<file path="src/rtl/wdog_pkg.sv">
package wdog_pkg;

  localparam logic [7:0] KEY_ARM  = 8'h55;
  localparam logic [7:0] KEY_FIRE = 8'hAA;

  // Timeout length in cycles for a rate code.
  function automatic longint unsigned span_of(input int unsigned code,
                                              input int unsigned base,
                                              input int unsigned step);
    return 64'd1 << (base + step * code);
  endfunction

  // First count at which service writes are legal in window mode.
  function automatic longint unsigned open_of(input longint unsigned span);
    return span - (span >> 2);
  endfunction

endpackage

</file>
<file path="src/rtl/wdog_rate_table.sv">
module wdog_rate_table #(
  parameter int unsigned BASE_LOG = 12,
  parameter int unsigned STEP_LOG = 2,
  parameter int unsigned CNT_W    = BASE_LOG + STEP_LOG * 7 + 1
) (
  input  logic [2:0]       rate_sel,
  output logic             enable,
  output logic [CNT_W-1:0] last_cnt,
  output logic [CNT_W-1:0] open_cnt
);
  localparam int unsigned CODES = 8;

  logic [CNT_W-1:0] last_tbl [CODES];
  logic [CNT_W-1:0] open_tbl [CODES];

  for (genvar c = 0; c < CODES; c++) begin : g_code
    localparam longint unsigned SPAN = wdog_pkg::span_of(c, BASE_LOG, STEP_LOG);
    assign last_tbl[c] = CNT_W'(SPAN - 64'd1);
    assign open_tbl[c] = CNT_W'(wdog_pkg::open_of(SPAN));
  end

  assign enable   = (rate_sel != 3'd0);
  assign last_cnt = last_tbl[rate_sel];
  assign open_cnt = open_tbl[rate_sel];

endmodule

</file>
<file path="src/rtl/wdog_timer.sv">
module wdog_timer #(
  parameter int unsigned CNT_W = 27
) (
  input  logic             clk,
  input  logic             rst_n,
  input  logic             enable,
  input  logic             clear,
  input  logic [CNT_W-1:0] last_cnt,
  output logic [CNT_W-1:0] count,
  output logic             at_last
);
  always_ff @(posedge clk or negedge rst_n) begin
    if (!rst_n)
      count <= '0;
    else if (!enable || clear)
      count <= '0;
    else
      count <= count + CNT_W'(1);
  end

  // ">=" also covers a shorter rate picked while counting.
  assign at_last = (count >= last_cnt);

  a_r4_wraps_to_zero: assert property (@(posedge clk) disable iff (!rst_n)
    (enable && clear) |=> (count == '0));

endmodule

</file>
<file path="src/rtl/wdog_key_track.sv">
module wdog_key_track (
  input  logic       clk,
  input  logic       rst_n,
  input  logic       enable,
  input  logic       wr,
  input  logic [7:0] wdata,
  input  logic       early,
  input  logic       bite,
  output logic       fault,
  output logic       service,
  output logic       armed
);
  logic is_arm, is_fire, wr_on;

  assign wr_on   = enable && wr;
  assign is_arm  = (wdata == wdog_pkg::KEY_ARM);
  assign is_fire = (wdata == wdog_pkg::KEY_FIRE);

  assign fault   = wr_on && (!(is_arm || is_fire) || early || (is_fire && !armed));
  assign service = wr_on && is_fire && armed && !early;

  always_ff @(posedge clk or negedge rst_n) begin
    if (!rst_n)
      armed <= 1'b0;
    else if (!enable || bite || service)
      armed <= 1'b0;
    else if (wr_on && is_arm)
      armed <= 1'b1;
  end

  a_r5_arm_holds: assert property (@(posedge clk) disable iff (!rst_n)
    (wr_on && is_arm && !bite) |=> armed);

  a_r8_fault_disarms: assert property (@(posedge clk) disable iff (!rst_n)
    fault |=> !armed);

endmodule

</file>
<file path="src/rtl/wdog_key_window.sv">
module wdog_key_window #(
  parameter int unsigned BASE_LOG = 12,
  parameter int unsigned STEP_LOG = 2
) (
  input  logic       clk,
  input  logic       rst_n,
  input  logic       svc_wr,
  input  logic [7:0] svc_wdata,
  output logic [7:0] svc_rdata,
  input  logic [2:0] rate_sel,
  input  logic       win_en,
  output logic       wd_rst
);
  localparam int unsigned CNT_W = BASE_LOG + STEP_LOG * 7 + 1;

  logic             enable;
  logic [CNT_W-1:0] last_cnt, open_cnt, count;
  logic             at_last, early, fault, service, armed, expire, bite;

  wdog_rate_table #(.BASE_LOG(BASE_LOG), .STEP_LOG(STEP_LOG), .CNT_W(CNT_W)) u_rate (
    .rate_sel(rate_sel), .enable(enable), .last_cnt(last_cnt), .open_cnt(open_cnt));

  wdog_timer #(.CNT_W(CNT_W)) u_timer (
    .clk(clk), .rst_n(rst_n), .enable(enable), .clear(bite || service),
    .last_cnt(last_cnt), .count(count), .at_last(at_last));

  assign early = win_en && (count < open_cnt);

  wdog_key_track u_key (
    .clk(clk), .rst_n(rst_n), .enable(enable), .wr(svc_wr), .wdata(svc_wdata),
    .early(early), .bite(bite), .fault(fault), .service(service), .armed(armed));

  assign expire = enable && at_last && !service;
  assign bite   = fault || expire;

  always_ff @(posedge clk or negedge rst_n) begin
    if (!rst_n) wd_rst <= 1'b0;
    else        wd_rst <= bite;
  end

  assign svc_rdata = 8'h00;

  a_r1_off_quiet: assert property (@(posedge clk) disable iff (!rst_n)
    (rate_sel == 3'd0) |=> !wd_rst);

  a_r2_stray_byte: assert property (@(posedge clk) disable iff (!rst_n)
    (enable && svc_wr && svc_wdata != 8'h55 && svc_wdata != 8'hAA) |=> wd_rst);

  a_r3_restart: assert property (@(posedge clk) disable iff (!rst_n)
    service |=> (count == '0 && !wd_rst));

  a_r4_expiry: assert property (@(posedge clk) disable iff (!rst_n)
    (enable && at_last && !svc_wr) |=> wd_rst);

  a_r6_fire_unarmed: assert property (@(posedge clk) disable iff (!rst_n)
    (enable && svc_wr && svc_wdata == 8'hAA && !armed) |=> wd_rst);

  a_r7_early_write: assert property (@(posedge clk) disable iff (!rst_n)
    (enable && win_en && svc_wr && count < open_cnt) |=> wd_rst);

  a_r8_event_clears: assert property (@(posedge clk) disable iff (!rst_n)
    wd_rst |-> (count == '0 && !armed));

endmodule

</file>
<file path="config.mk">
export PLATFORM = sky130hd
export DESIGN_NAME = wdog_key_window
export DESIGN_NICKNAME = d
export VERILOG_FILES = /design/src/rtl/wdog_pkg.sv /design/src/rtl/wdog_rate_table.sv /design/src/rtl/wdog_timer.sv /design/src/rtl/wdog_key_track.sv /design/src/rtl/wdog_key_window.sv
export SDC_FILE = /design/constraint.sdc
export NUM_CORES = 1
export LEC_CHECK = 0
export ABC_AREA = 0
export BUFFER_PORTS_ARGS = -buffer_cell sky130_fd_sc_hd__buf_2
export CAP_MARGIN = 25
export CORE_MARGIN = 4
export CORE_UTILIZATION = 40
export DETAILED_ROUTE_END_ITERATION = 10
export GPL_TIMING_DRIVEN = 0
export PLACE_DENSITY_LB_ADDON = 0.1
export SYNTH_ARGS = -nofsm -noshare
export SYNTH_HDL_FRONTEND = slang
export SYNTH_HIERARCHICAL = 1
export SYNTH_SLANG_ARGS = --single-unit
</file>
<file path="constraint.sdc">
create_clock -name clk -period 4.25 [get_ports clk]
set_clock_uncertainty 0.2 [all_clocks]
set_input_delay 0.2125 -clock clk [delete_from_list [all_inputs] [get_ports clk]]
set_output_delay 0.2125 -clock clk [all_outputs]
set_load 0.005 [all_outputs]
</file>
Yosys cells after proc, flatten, opt, wreduce, memory -nomap -nowiden
Memories as Yosys holds them, arrays and structs flattened.
Index checks and enable logic that the tools add are counted.
{"block": "op_classes", "add_sub_neg": 1, "multipliers": 0, "div_mod_pow": 0, "order_cmp": 3, "n_eq_ne": 2, "n_shift": 0, "n_mux": 7, "bitwise_logic": 1, "reduce_logical": 25}
{"operator": "27-bit 2-to-1 mux", "count": 5}
{"operator": "27-bit by 1-bit adder with 27-bit output (second input constant)", "count": 1}
{"operator": "27-bit greater-or-equal comparator", "count": 1}
{"operator": "27-bit < comparator", "count": 1}
{"operator": "1-bit logical AND", "count": 10}
{"operator": "8-bit by 7-bit equality test with 1-bit output (second input constant)", "count": 1}
{"operator": "8-bit equality test (second input constant)", "count": 1}
{"operator": "1-bit logical OR", "count": 8}
{"operator": "1-bit zero test", "count": 5}
{"operator": "4-bit greater-or-equal comparator (second input constant)", "count": 1}
{"operator": "3-bit inverter with 4-bit output", "count": 1}
{"operator": "3-bit nonzero test", "count": 1}
{"operator": "1-bit 2-to-1 mux", "count": 2}
{"operator": "2-bit nonzero test", "count": 1}
{"block": "totals", "regBits": 29, "latchBits": 0, "mem_bits_rw": 0, "romBits": 432, "input_bits": 15, "output_inout_bits": 9, "elab_cells": 44, "memories": 2}
{"name": "(no name shown)", "depth": 8, "word_bits": 27, "read_ports": 1, "rd_ports_with_merged_regs": 0, "wr": 0, "line_no": "wdog_rate_table.sv:23", "rtl": "assign last_cnt = last_tbl[rate_sel];"}
{"name": "(no name shown)", "depth": 8, "word_bits": 27, "read_ports": 1, "rd_ports_with_merged_regs": 0, "wr": 0, "line_no": "wdog_rate_table.sv:24", "rtl": "assign open_cnt = open_tbl[rate_sel];"}

Logic depth before layout (Yosys ltp)
Gate-level depths: netlist of the first run.
{"block": "logic_depth", "ltp_word": 14, "ltp_mapped": 18}

By module
The synthesis of the first run kept the hierarchy.
{"mod": "wdog_timer", "instances": 1, "cells_per_inst": 228, "area_per_inst_um2": 2092.0, "seq_area_each_um2": 675.6}
{"mod": "wdog_key_window", "instances": 1, "cells_per_inst": 106, "area_per_inst_um2": 767.0, "seq_area_each_um2": 25.0}
{"mod": "wdog_rate_table", "instances": 1, "cells_per_inst": 60, "area_per_inst_um2": 459.2, "seq_area_each_um2": 0.0}
{"mod": "wdog_key_track", "instances": 1, "cells_per_inst": 16, "area_per_inst_um2": 157.7, "seq_area_each_um2": 25.0}

Least setup slack after synthesis of the first run
No wires, ideal clock.
{"block": "synth_timing", "path_kind": "input port to flip-flop", "start": "input rate_sel[2]", "end": "register u_timer.count[10]", "setup_time_ps": 72, "arrival_ps": 3036, "required_ps": 3978, "setup_slack_ps": 942, "path_stages": 18, "path_buffers": 4, "path_cell_list": "buf_4 -> and3_1 -> buf_4 -> inv_1 -> ha_1 -> nand4_1 -> nor4_1 -> a2111oi_1 -> o21ai_1 -> a31oi_1 -> nand3b_1 -> nor4_4 -> o21bai_1 -> or2_1 -> nand2b_1 -> clkbuf_1 -> clkbuf_1 -> nor2_1"}
{"block": "synth_between", "word_cells_on_any_way": 27, "cone_classes": "order compare: 2; mux: 5; bitwise: 1; reduce/logical: 17; memory: 2"}
{"item": "start, declared", "line_no": "wdog_key_window.sv:10", "rtl": "input logic [2:0] rate_sel,"}
{"item": "3-bit inverter with 4-bit output (not written as such)", "line_no": "wdog_rate_table.sv:23"}
{"item": "memory 8 x 27 bit"}
{"item": "27-bit 2-to-1 mux (not written as such) (2 in series)", "line_no": "wdog_rate_table.sv:23"}
{"item": "named net last_cnt[24]", "line_no": "wdog_key_window.sv:17", "rtl": "logic [CNT_W-1:0] last_cnt, open_cnt, count;"}
{"item": "27-bit greater-or-equal comparator", "line_no": "wdog_timer.sv:22", "rtl": "assign at_last = (count >= last_cnt);"}
{"item": "1-bit logical AND (2 in series)", "line_no": "wdog_key_window.sv:33", "rtl": "assign expire = enable && at_last && !service;"}
{"item": "1-bit logical OR", "line_no": "wdog_key_window.sv:34", "rtl": "assign bite = fault || expire;"}
{"item": "named net bite", "line_no": "wdog_key_window.sv:18", "rtl": "logic at_last, early, fault, service, armed, expire, bite;"}
{"item": "1-bit logical OR", "line_no": "wdog_key_window.sv:24", "rtl": ".clk(clk), .rst_n(rst_n), .enable(enable), .clear(bite || service),"}
{"item": "1-bit logical OR", "line_no": "wdog_timer.sv:15", "rtl": "else if (!enable || clear)"}
{"item": "27-bit 2-to-1 mux", "line_no": "wdog_timer.sv:15"}
{"item": "end signal, assigned", "line_no": "wdog_timer.sv:18", "rtl": "count <= count + CNT_W'(1);"}
{"item": "end, declared", "line_no": "wdog_timer.sv:9", "rtl": "output logic [CNT_W-1:0] count,"}
The timed path passes the listed nets, and every way through them passes these cells. The select of a mux whose other input is x is not followed.
A chain may end at the register's enable or synchronous reset.

Worst setup path after layout of the first run
{"block": "layout_timing", "start": "input rate_sel[2]", "end": "register u_timer.count[21]"}
The elaborated chain is that of the path after synthesis.

==> results of run 1 <==
per-layer routing:
metal	wire [um]	share of wire [%]
met4	16	0.24
met1	3510	53
met3	108	1.6
met5	0	0
met2	2990	45
registers in the layout, summed over array words and instances, names as in the netlist:
register and flops:
u_timer/count 27, u_key/armed 1, wd_rst 1
kinds of logic (layout without fill, tap and decap cells):
kind of cell	after synthesis	in the layout	synth area share, %
simple gates	125	125	24.8
buf+inv	121	145	19.0
compound gates	55	55	9.76
fa+ha+maj	54	54	19.4
flops	29	29	20.9
xor+xnor	23	23	5.80
other cells	3	32	0.324
stage by stage:
stage	setup slack (ns)	TNS [ns]	hold slack [ns]	std cells	area [sq um]
after floorplan	0.942	0	-0.283	439	3580
after global placement	-0.0713	-1.07	0.0811	559	3790
after detailed placement	-0.154	-1.90	0.0828	559	3790
after CTS	0.110	0	0.166	568	3920
after global routing	0.0488	0	0.177	568	3930
final	0.373	0	0.175	568	3930
layout by cell type (no fill, tap or decap), types with 3 or more instances in the layout:
master	n
sky130_fd_sc_hd__or3_1	3
sky130_fd_sc_hd__ha_1	54
sky130_fd_sc_hd__and2_1	3
sky130_fd_sc_hd__and3_1	3
sky130_fd_sc_hd__dfrtp_1	29
sky130_fd_sc_hd__nand3_1	13
sky130_fd_sc_hd__a21oi_1	21
sky130_fd_sc_hd__nand4_1	10
sky130_fd_sc_hd__nor3_2	5
sky130_fd_sc_hd__o21ai_1	5
sky130_fd_sc_hd__and4_1	3
sky130_fd_sc_hd__buf_4	53
sky130_fd_sc_hd__buf_2	15
sky130_fd_sc_hd__xnor2_1	18
sky130_fd_sc_hd__a211oi_1	3
sky130_fd_sc_hd__nor3b_2	3
sky130_fd_sc_hd__xor2_1	5
sky130_fd_sc_hd__clkbuf_1	3
sky130_fd_sc_hd__nor4_2	9
sky130_fd_sc_hd__o31ai_1	3
sky130_fd_sc_hd__o21ai_0	5
sky130_fd_sc_hd__nand2_1	17
sky130_fd_sc_hd__clkbuf_8	6
sky130_fd_sc_hd__a21o_1	7
sky130_fd_sc_hd__conb_1	32
sky130_fd_sc_hd__nor2_1	31
sky130_fd_sc_hd__inv_1	61
layout make-up:
class	instances	area [sq um]
Clock inverter	1	30.0
Timing Repair Buffer	16	85.1
Tap cell	105	131
Buffer	59	430
Clock buffer	7	86.3
Multi-Input combinational cell	289	2200
Sequential cell	29	726
Inverter	62	234
Fill cell	851	4410
path summary, 6_finish.rpt:
path	startpoint	end	slack (ns)	depth (start not counted)
setup / recovery	rate_sel[2]	u_timer/count[21]	0.37	19
hold / removal	svc_wr	u_key/armed	0.18	4
setup reg to reg	u_timer/count[12]	u_timer/count[21]	0.56	14
hold reg to reg	u_timer/count[0]	u_timer/count[0]	0.33	1
max in group asynchronous	rst_n	u_timer/count[6]	3.12	2
min in group asynchronous	rst_n	u_timer/count[25]	0.31	2
worst max-delay path, stage by stage:
cell,delay [ns]
sky130_fd_sc_hd__buf_2,0.13
sky130_fd_sc_hd__buf_4,0.18
sky130_fd_sc_hd__and3_1,0.25
sky130_fd_sc_hd__buf_4,0.13
sky130_fd_sc_hd__inv_1,0.03
sky130_fd_sc_hd__ha_1,0.31
sky130_fd_sc_hd__nand4_1,0.17
sky130_fd_sc_hd__nor4_2,0.44
sky130_fd_sc_hd__a2111oi_1,0.14
sky130_fd_sc_hd__o21ai_1,0.14
sky130_fd_sc_hd__a31oi_1,0.12
sky130_fd_sc_hd__nand3b_1,0.26
sky130_fd_sc_hd__nor4_4,0.21
sky130_fd_sc_hd__o21bai_1,0.16
sky130_fd_sc_hd__or2_1,0.21
sky130_fd_sc_hd__nand2b_1,0.13
sky130_fd_sc_hd__clkbuf_1,0.21
sky130_fd_sc_hd__clkbuf_2,0.27
sky130_fd_sc_hd__nor2_1,0.16
power breakdown:
part / switching [mW] / internal [mW]
Combinational: 0.0697 / 0.0682
Sequential: 0.00361 / 0.280
Clock: 0.0964 / 0.191
what timing repair did:
action / 4_1_cts / 5_1_grt
endpoints found under the setup margin: 0 / 20
resized for setup: 0 / 4
hold buffers: 1 / 0
endpoints found under the hold margin: 29 / 0
setup buffers: 0 / 0
==> parameters.txt, run 1 <==
Parameter                              Value

Run status
  Result of the run ... finished, final reports clean

Setup path
  WP data required ... 4.24 ns
  Type of the setup path with the least slack ... in -> reg
  Worst path arrival time ... between 3 and 4 ns
  Nature of the critical path startpoint ... input pin
  Capturing element type of the critical path ... flop
  Largest fanout of any net on the critical path ... 10

Drt
  Antenna-violating nets left ... 0
  Vias ... 2608
  First-iteration detailed-routing DRC count ... 56
  Post-detailed-route via-to-cell ratio ... around 4.6
  Sum of routed wire length over all layers ... 6.63 mm
  DRT Pass-1 Iters ... 4
  Avg WL per Cell ... 11.7 um
  Remaining design rule violation count ... 0

Min path
  Hold Crit Class ... in -> reg

STA
  Max frequency ... 258 MHz
  RSZ-0062 raised after global routing ... no
  Count of endpoints failing hold in the final timing report ... 0
  Transition time of the tightest slew-check pin ... 0.686 ns
  Final setup violation count ... 0
  Final critical-path required period ... 3.88 ns
  Portion of the clock cycle consumed by the worst path in the final layout ... between 90% and 100%
  Number of max-slew violations in the final report ... 0
  Slew margin rel. ... 54.2%

Yosys
  Number of storage elements in the synthesis netlist ... 29
  Biggest area consumer among synthesized cells ... sky130_fd_sc_hd__dfrtp_1
  Commonest register cell after synthesis ... sky130_fd_sc_hd__dfrtp_1
  Area contributors post-synth ... sky130_fd_sc_hd__dfrtp_1 21%, sky130_fd_sc_hd__ha_1 19%, sky130_fd_sc_hd__buf_4 11%
  Async set-reset flop share out of synthesis ... 100%
  Number of warnings reported in the yosys synthesis log ... 6
  Netlist cell types ... 55
  Top cells by count, synth ... 61 x sky130_fd_sc_hd__inv_1, 54 x sky130_fd_sc_hd__ha_1, 53 x sky130_fd_sc_hd__buf_4
  Post-synth design cell area ... 3480 sq um
  Post-synthesis cell count ... 410
  Most frequently used cell type in the post-synthesis netlist ... sky130_fd_sc_hd__inv_1
  Number of synthesized flops with an enable pin ... 0
  Fraction of synthesized cell area taken by the top area cell type ... 20.9%
  Average instance area after synthesis ... 8.48 sq um
  Register area share after synthesis ... 20.9%

Floorplanning
  Area of the placeable core ... 8340 sq um
  Count of boundary I/O pins ... 24
  Die span in y ... 101 um
  Site Rows ... 33
  Initial standard-cell utilization of the core ... 41.7%
  Die boundary width ... 101 um
  Full die area ... roughly 10000 sq um

Layout
  End-of-flow core utilization ... 47.1%
  Fraction of layout instances using a drive strength above 1 ... a little under a quarter
  Growth of design area from synthesis to finish ... 13.0%
  Diodes inserted ... 0
  Final layout net count ... 531

Pwr
  Leak ... 2.03 nW
  Total Power Consumption ... 0.708 mW
  Pwr per Cell Area ... 180 nW/um^2
  Worst supply voltage drop on vdd ... 0.000163 V

Global route
  Total global routing overflow ... 0
  First-pass GRT wire length ... 12.1 mm
  Met1 GRT Util ... 21.7%
  Global routing met2 resource utilization ... 23.2%
  Vias in the first global route ... ~2600
  GR Layer Usage met3 ... 1.52%
  Most congested layer reported by global routing ... met2
  Overall routing resource usage ... 14.6%
  Antenna violations before repair ... 0
  Maximum number of pins on one net before global-route repair ... 30

Clocking
  Number of buffers created by CTS ... 5
  Clock sink count ... 29
  H-Tree Depth ... 2
  Root buffer selected by CTS ... sky130_fd_sc_hd__clkbuf_8
  TritonCTS clock tree ... done
  Buffer levels on the longest clock path ... 2
  Clock latency of the later-clocked register in the worst-skew pair ... 0.27 ns
  Clock-pin transition on the worst setup and hold timing paths ... 0.06 ns

Place
  Port-buffer cells ... 15
  Sum of net half-perimeters after detailed placement ... 5.52 mm
  Routability Congestion ... about 0.8

Flow run
  Maximum capacitance violations ... 0
(Power assumes the default switching activity.)
==> run 2, diff against run 1 <==
Settings changed: CTS_BUF_LIST set to sky130_fd_sc_hd__clkbuf_8.
Clock period 4.25 ns to 3.2 ns, I/O delays scaled along.
==> run 2 against run 1 <==
Against the previous run:
- sequential share of layout area decreased by 1.8 points
- critical path depth unchanged
- first-iteration DRC count increased by 29%
- die area unchanged
- sequential power increased by 33%
- clock power decreased by 5%
- non-clock buffer count increased by 22
- worst hold slack got worse by 0.064 ns
- worst setup slack got worse by 0.29 ns
- total power increased by 27%
- cell count increased by 4.0%
- highest routed layer unchanged
==> parameters.txt, run 2 (synthesis gave the netlist of run 1 again) <==
Parameter                              Value

Run status
  Result of the run ... finished, final reports clean

Global route
  Vias in the first global route ... 2598 (+1.6%)
  Maximum number of pins on one net before global-route repair ... 30 (unchanged)
  Total global routing overflow ... 0 (unchanged)
  Overall routing resource usage ... 14.9% (+0.33 points)
  Antenna violations before repair ... 0 (unchanged)
  First-pass GRT wire length ... 12.2 mm (+0.16%)

Drt
  First-iteration detailed-routing DRC count ... 72 (+29%)
  Avg WL per Cell ... 12.6 um (+7.7%)
  Sum of routed wire length over all layers ... 7.44 mm (+12%)
  Antenna-violating nets left ... 0 (unchanged)
  Vias ... 2770 (+6.2%)
  Remaining design rule violation count ... 0 (unchanged)
  Post-detailed-route via-to-cell ratio ... 4.69 (+2.1%)
  DRT Pass-1 Iters ... 4 (unchanged)

Clocking
  Number of buffers created by CTS ... 5 (unchanged)
  Clock sink count ... 29 (unchanged)
  Clock-pin transition on the worst setup and hold timing paths ... 0.06 ns (about the same)
  Root buffer selected by CTS ... sky130_fd_sc_hd__clkbuf_8
  Buffer levels on the longest clock path ... 2 (unchanged)
  H-Tree Depth ... 2 (unchanged)
  Clock latency of the later-clocked register in the worst-skew pair ... 0.27 ns (about the same)
  TritonCTS clock tree ... done

Setup path
  Largest fanout of any net on the critical path ... 7 (-3)
  WP data required ... 3.21 ns (-1.03 ns)
  Worst path arrival time ... 3.13 ns (-0.74 ns)
  Nature of the critical path startpoint ... input pin
  Type of the setup path with the least slack ... in -> reg
  Capturing element type of the critical path ... flop
  Worst setup slack for register-to-register paths ... 0.10 ns (-0.46 ns)

STA
  Final setup violation count ... 0 (unchanged)
  Number of max-slew violations in the final report ... 0 (unchanged)
  Transition time of the tightest slew-check pin ... 0.697 ns (+0.0111 ns)
  Count of endpoints failing hold in the final timing report ... 0 (unchanged)
  Portion of the clock cycle consumed by the worst path in the final layout ... 97.5%
  Slew margin rel. ... 53.5% (-0.74 points)
  Final critical-path required period ... 3.12 ns
  RSZ-0062 raised after global routing ... yes
  Max frequency ... ~320 MHz

Layout
  Most flop-heavy register ... u_timer/count
  Flip-flop count of the largest register, all copies and words added ... 27 (unchanged)
  Number of non-filler instances in the completed layout ... 591 (+4.0%)
  Area of the multi-input gates ... 2410 sq um (+9.5%)
  Most common library cell in the layout ignoring fill and taps ... sky130_fd_sc_hd__buf_4
  Most used cells in the layout excluding fill and tap cells ... 69 x sky130_fd_sc_hd__buf_4, 64 x sky130_fd_sc_hd__inv_1, 51 x sky130_fd_sc_hd__ha_1
  Growth of design area from synthesis to finish ... 25.7%
  Largest registers ... u_timer/count x27, u_key/armed x1, wd_rst x1
  Fillcell total ... 814 (-4.3%)
  Sequential cell area ... 731 sq um (+0.69%)
  Diodes inserted ... 0 (unchanged)
  Fraction of layout instances using a drive strength above 1 ... 34.2% (+11 points)
  Final layout net count ... 554 (+4.3%)

Place
  Sum of net half-perimeters after detailed placement ... 5.55 mm (+0.57%)
  Port-buffer cells ... 15 (unchanged)
  Placed insts ... 559 (unchanged)
  Routability Congestion ... 0.775 (-2.7%)

Pwr
  Leak ... 2.18 nW (+7.3%)
  Clock power share ... 30.5% (-10 points)
  Comb pwr share ... 27.5% (+8.0 points)
  Net load switching power ... 0.251 mW (+48%)
  Fraction of power consumed by sequential logic ... 41.9% (+1.9 points)
  Pwr per Cell Area ... 205 nW/um^2 (+14%)
  Fraction of power spent switching nets ... 28.0% (+4.0 points)
  Internal power consumption ... 0.645 mW (+20%)
  Total Power Consumption ... 0.896 mW (+27%)
  Worst supply voltage drop on vdd ... 0.000212 V (+30%)

Floorplanning
  Site Rows ... 33 (unchanged)
  Count of boundary I/O pins ... 24 (unchanged)
  Die span in y ... 101 um (unchanged)
  Area of the placeable core ... 8340 sq um (unchanged)
  Initial standard-cell utilization of the core ... 41.7% (unchanged)
  Full die area ... 10200 sq um (unchanged)
  Die boundary width ... 101 um (unchanged)

Min path
  Hold Crit Class ... in -> reg

Flow run
  Maximum capacitance violations ... 0 (unchanged)
run 2: changes by cell type in the layout (fill, tap and decap cells not counted), moves of 3 or more:
cell and delta:
sky130_fd_sc_hd__nor2_1 -19, sky130_fd_sc_hd__nor2_2 +10, sky130_fd_sc_hd__ha_4 +3, sky130_fd_sc_hd__dfrtp_1 -4
sky130_fd_sc_hd__buf_4 +16, sky130_fd_sc_hd__ha_1 -3, sky130_fd_sc_hd__dfrtp_2 +4, sky130_fd_sc_hd__inv_1 +3
sky130_fd_sc_hd__buf_6 +4, sky130_fd_sc_hd__nor2_4 +9
run 2: timing repair:
| action | CTS | global route |
|---|---|---|
| buffers inserted | 6 | 15 |
| endpoints found under the setup margin | 27 | 27 |
| hold endpoints to repair | 29 | 0 |
| gates cloned | 1 | 3 |
| gates resized for setup | 13 | 49 |
| pin swaps | 6 | 27 |
| hold buffers | 1 | 0 |
run 2: final timing paths:
| path | from | endpoint | cells after the start |
|---|---|---|---|
| max reg2reg | u_timer/count[18] | u_timer/count[0] | 13 |
| min in group asynchronous | rst_n | u_timer/count[21] | 2 |
| min reg2reg | u_timer/count[0] | u_timer/count[0] | 1 |
| max | rate_sel[0] | u_timer/count[0] | 19 |
| min | svc_wr | u_key/armed | 4 |
| max in group asynchronous | rst_n | u_timer/count[26] | 2 |
run 2: through the flow:
stage	instance area, sq um	setup TNS (ns)	util (%)	setup WS (ns)	hold slack (ns)
4_1_cts	4010	0	48.1	0.00420	0.105
2_1_floorplan	3590	0	-	0.0116	-0.336
6_report	4370	0	52.4	0.0790	0.111
3_5_place_dp	3800	-18.10	45.6	-0.779	0.0260
5_1_grt	4370	-1.84	52.4	-0.0893	0.113
3_3_place_gp	3800	-19.86	45.6	-0.825	0.0262
run 2: layout make-up:
type | instances | share of cell area, %
Timing Repair Buffer | 40 | 7.36
Clock inverter | 3 | 0.258
Clock buffer | 5 | 1.57
Buffer | 57 | 10.5
Tap cell | 105 | 3.01
Multi-Input combinational cell | 290 | 55.2
Inverter | 62 | 5.35
Sequential cell | 29 | 16.7
run 2: layer usage:
layer,up-vias,track usage (%),wire [um]
met3,4,2.48,286
met2,39,24.0,3370
li1,1459,-,-
met1,1268,21.8,3750
met4,0,1.53,29
met5,-,0,0
run 2: power groups by stage:
stage               Combinational, mW  Sequential, mW  Clock (mW)
finish                          0.247           0.376       0.274
global route                    0.277           0.377       0.303
CTS                             0.202           0.376       0.284
detailed placement              0.182           0.383           0
global placement                0.179           0.383           0
floorplan                       0.139           0.381           0
run 2: critical path: stages:
cell,delay (ns)
sky130_fd_sc_hd__buf_2,0.12
sky130_fd_sc_hd__buf_8,0.13
sky130_fd_sc_hd__buf_4,0.15
sky130_fd_sc_hd__nor3b_2,0.18
sky130_fd_sc_hd__buf_4,0.13
sky130_fd_sc_hd__inv_1,0.03
sky130_fd_sc_hd__ha_1,0.27
sky130_fd_sc_hd__nand2_1,0.12
sky130_fd_sc_hd__nor4_4,0.06
sky130_fd_sc_hd__a2111oi_2,0.34
sky130_fd_sc_hd__o21ai_1,0.13
sky130_fd_sc_hd__a31oi_2,0.21
sky130_fd_sc_hd__nand3b_1,0.19
sky130_fd_sc_hd__nor4_4,0.05
sky130_fd_sc_hd__buf_4,0.14
sky130_fd_sc_hd__or2_1,0.22
sky130_fd_sc_hd__nand2b_4,0.21
sky130_fd_sc_hd__clkbuf_16,0.21
sky130_fd_sc_hd__nor2_2,0.07
==> run 3, diff against run 2 <==
Settings changed: CORE_UTILIZATION 40 to 50, GPL_TIMING_DRIVEN 0 to not set.
==> run 3 against run 2 <==
Against the previous run:
- highest routed layer unchanged
- sequential power about the same
- critical path depth fell by 6
- die area shrank 18%
- worst hold slack improved by 0.0050 ns
- largest cell class unchanged
- non-clock buffer count fell by 39
- maximum frequency is 3.2% higher
- design area fell by 12%
==> parameters.txt, run 3 (synthesis gave the netlist of run 1 again) <==
Parameter                              Value

Run status
  Result of the run ... finished, final reports clean

STA
  Final critical-path required period ... 3.03 ns (-0.0953 ns)
  Max frequency ... 331 MHz (+3.2%)
  Crit path setup slack, layout ... 0.174 ns (+0.0953 ns)
  Setup TNS Final ... 0 ns (unchanged)
  Transition time of the tightest slew-check pin ... 0.670 ns (-0.0276 ns)
  Count of endpoints failing hold in the final timing report ... 0 (unchanged)
  Final setup violation count ... 0 (unchanged)
  Portion of the clock cycle consumed by the worst path in the final layout ... 94.6% (-3.0 points)
  Number of max-slew violations in the final report ... 0 (unchanged)
  Slew margin rel. ... 55.3% (+1.8 points)

Setup path
  Reg-to-Reg End ... u_timer/count[2]
  Capturing element type of the critical path ... flop
  Worst path arrival time ... 3.04 ns (-0.09 ns)
  Largest fanout of any net on the critical path ... 18 (+11)
  Worst setup slack for register-to-register paths ... 0.17 ns (+0.07 ns)
  Startpoint of the worst register-to-register path ... u_timer/count[15]
  Capturing instance or port of the critical path ... u_timer/count[2]
  Depth of the worst register-to-register path ... 13 (unchanged)
  Start point of the critical path ... u_timer/count[15]
  Nature of the critical path startpoint ... flop
  Type of the setup path with the least slack ... reg -> reg
  WP data required ... 3.22 ns (about the same)

Layout
  Most flop-heavy register ... u_timer/count
  Final layout net count ... 514 (-7.2%)
  Largest registers ... u_timer/count x27, u_key/armed x1, wd_rst x1
  Flip-flop count of the largest register, all copies and words added ... 27 (unchanged)
  Most common library cell in the layout ignoring fill and taps ... sky130_fd_sc_hd__inv_1
  Growth of design area from synthesis to finish ... 10.5%
  Most used cells in the layout excluding fill and tap cells ... 61 x sky130_fd_sc_hd__inv_1, 53 x sky130_fd_sc_hd__ha_1, 40 x sky130_fd_sc_hd__buf_4
  End-of-flow core utilization ... 56.9% (+4.5 points)
  Number of non-filler instances in the completed layout ... 526 (-11%)
  Diodes inserted ... 0 (unchanged)
  Fillcell total ... 638 (-22%)
  Fraction of layout instances using a drive strength above 1 ... 22.0% (-12 points)

Floorplanning
  Site Rows ... 30 (-9.1%)
  Area of the placeable core ... 6760 sq um (-19%)
  Full die area ... 8350 sq um (-18%)
  Die span in y ... 91.4 um (-9.7%)
  Count of boundary I/O pins ... 24 (unchanged)
  Die boundary width ... 91.4 um (-9.7%)
  Initial standard-cell utilization of the core ... 51.4% (+9.8 points)

Clocking
  H-Tree Depth ... 2 (unchanged)
  Clock latency of the later-clocked register in the worst-skew pair ... 0.29 ns (+0.02 ns)
  Buffer levels on the longest clock path ... 2 (unchanged)
  Root buffer selected by CTS ... sky130_fd_sc_hd__clkbuf_8
  Number of buffers created by CTS ... 5 (unchanged)
  TritonCTS clock tree ... done
  Clock sink count ... 29 (unchanged)
  Clock-pin transition on the worst setup and hold timing paths ... 0.07 ns (about the same)

Pwr
  Net load switching power ... 0.245 mW (-2.3%)
  Comb pwr share ... 18.0% (-9.5 points)
  Fraction of power spent switching nets ... 25.9% (-2.1 points)
  Clock power share ... 42.3% (+12 points)
  Leak ... 1.99 nW (-8.9%)
  Fraction of power consumed by sequential logic ... 39.7% (-2.2 points)
  Pwr per Cell Area ... 246 nW/um^2 (+20%)
  Internal power consumption ... 0.700 mW (+8.4%)
  Worst supply voltage drop on vdd ... 0.000256 V (+21%)

Place
  Placed insts ... 511 (-8.6%)
  Routability Congestion ... 0.804 (+3.7%)
  Post-placement setup slack ... -0.139 ns (+0.640 ns)
  Sum of net half-perimeters after detailed placement ... 5.59 mm (+0.87%)
  Port-buffer cells ... 15 (unchanged)

Global route
  Maximum number of pins on one net before global-route repair ... 30 (unchanged)
  Total global routing overflow ... 0 (unchanged)
  Vias in the first global route ... 2615 (+0.65%)
  Overall routing resource usage ... 17.5% (+2.6 points)
  First-pass GRT wire length ... 11.8 mm (-3.0%)
  Antenna violations before repair ... 0 (unchanged)

Drt
  Post-detailed-route via-to-cell ratio ... 4.98 (+6.2%)
  Remaining design rule violation count ... 0 (unchanged)
  Vias ... 2617 (-5.5%)
  Avg WL per Cell ... 13.1 um (+3.9%)
  Antenna-violating nets left ... 0 (unchanged)
  First-iteration detailed-routing DRC count ... 74 (+2.8%)
  Sum of routed wire length over all layers ... 6.88 mm (-7.5%)
  DRT Pass-1 Iters ... 4 (unchanged)

Min path
  Hold Crit Class ... in -> reg

Flow run
  Maximum capacitance violations ... 0 (unchanged)
## run 3: critical path, cell delays in order (launching register included)
cell and delay [ns]:
sky130_fd_sc_hd__dfrtp_1 0.46, sky130_fd_sc_hd__ha_1 0.32, sky130_fd_sc_hd__nand4_1 0.15, sky130_fd_sc_hd__nor4_4 0.06, sky130_fd_sc_hd__a2111oi_1 0.39, sky130_fd_sc_hd__o21ai_1 0.12, sky130_fd_sc_hd__a31oi_1 0.23, sky130_fd_sc_hd__nand3b_1 0.20
sky130_fd_sc_hd__nor4_4 0.06, sky130_fd_sc_hd__buf_4 0.14, sky130_fd_sc_hd__or2_1 0.21, sky130_fd_sc_hd__nand2b_4 0.15, sky130_fd_sc_hd__buf_12 0.15, sky130_fd_sc_hd__nor2_1 0.12
## run 3: stage by stage
stage	power, mW	hold slack (ns)	area, sq um
CTS	0.944	0.105	3750
finish	0.945	0.116	3840
global placement	0.535	0.0353	3620
detailed placement	0.538	0.0369	3620
floorplan	0.520	-0.336	3590
global route	0.999	0.130	3840
## run 3: final cells by class
type / instances / area [sq um] / area share [%]
Clock buffer: 6 / 82.6 / 2.15
Clock inverter: 2 / 37.5 / 0.977
Timing Repair Buffer: 58 / 417 / 10.8
Tap cell: 80 / 100 / 2.61
Multi-Input combinational cell: 289 / 2240 / 58.4
Sequential cell: 29 / 726 / 18.9
Inverter: 62 / 234 / 6.09
## run 3: worst min path at each step
stage | start | endpoint | slack [ns] | depth (start not counted)
after floorplan | rst_n | u_key/armed | -0.34 | 0
after global placement | rst_n | u_timer/count[22] | 0.04 | 1
after detailed placement | rst_n | u_timer/count[21] | 0.04 | 1
after CTS | svc_wr | u_key/armed | 0.11 | 4
after global routing | svc_wr | u_key/armed | 0.13 | 4
final | svc_wr | u_key/armed | 0.12 | 4
## run 3: power groups by stage
| stage | logic, mW | registers [mW] | clock network, mW |
|---|---|---|---|
| 2_1_floorplan | 0.139 | 0.381 | 0 |
| 3_3_place_gp | 0.152 | 0.382 | 0 |
| 3_5_place_dp | 0.156 | 0.382 | 0 |
| 4_1_cts | 0.158 | 0.375 | 0.411 |
| 5_1_grt | 0.195 | 0.376 | 0.428 |
| 6_report | 0.170 | 0.375 | 0.400 |
## run 3: routing by layer
metal	GRT usage, %	routed length (um)
met5	0	0
met4	3.77	65
met3	2.90	215
met2	29.4	3110
met1	23.7	3490
## run 3: repair_timing
action                                  in CTS  in global routing
hold endpoints to repair                    29                  0
setup buffers                                0                  6
hold buffers                                 1                  0
gates resized for setup                      0                  6
endpoints found under the setup margin       0                 27
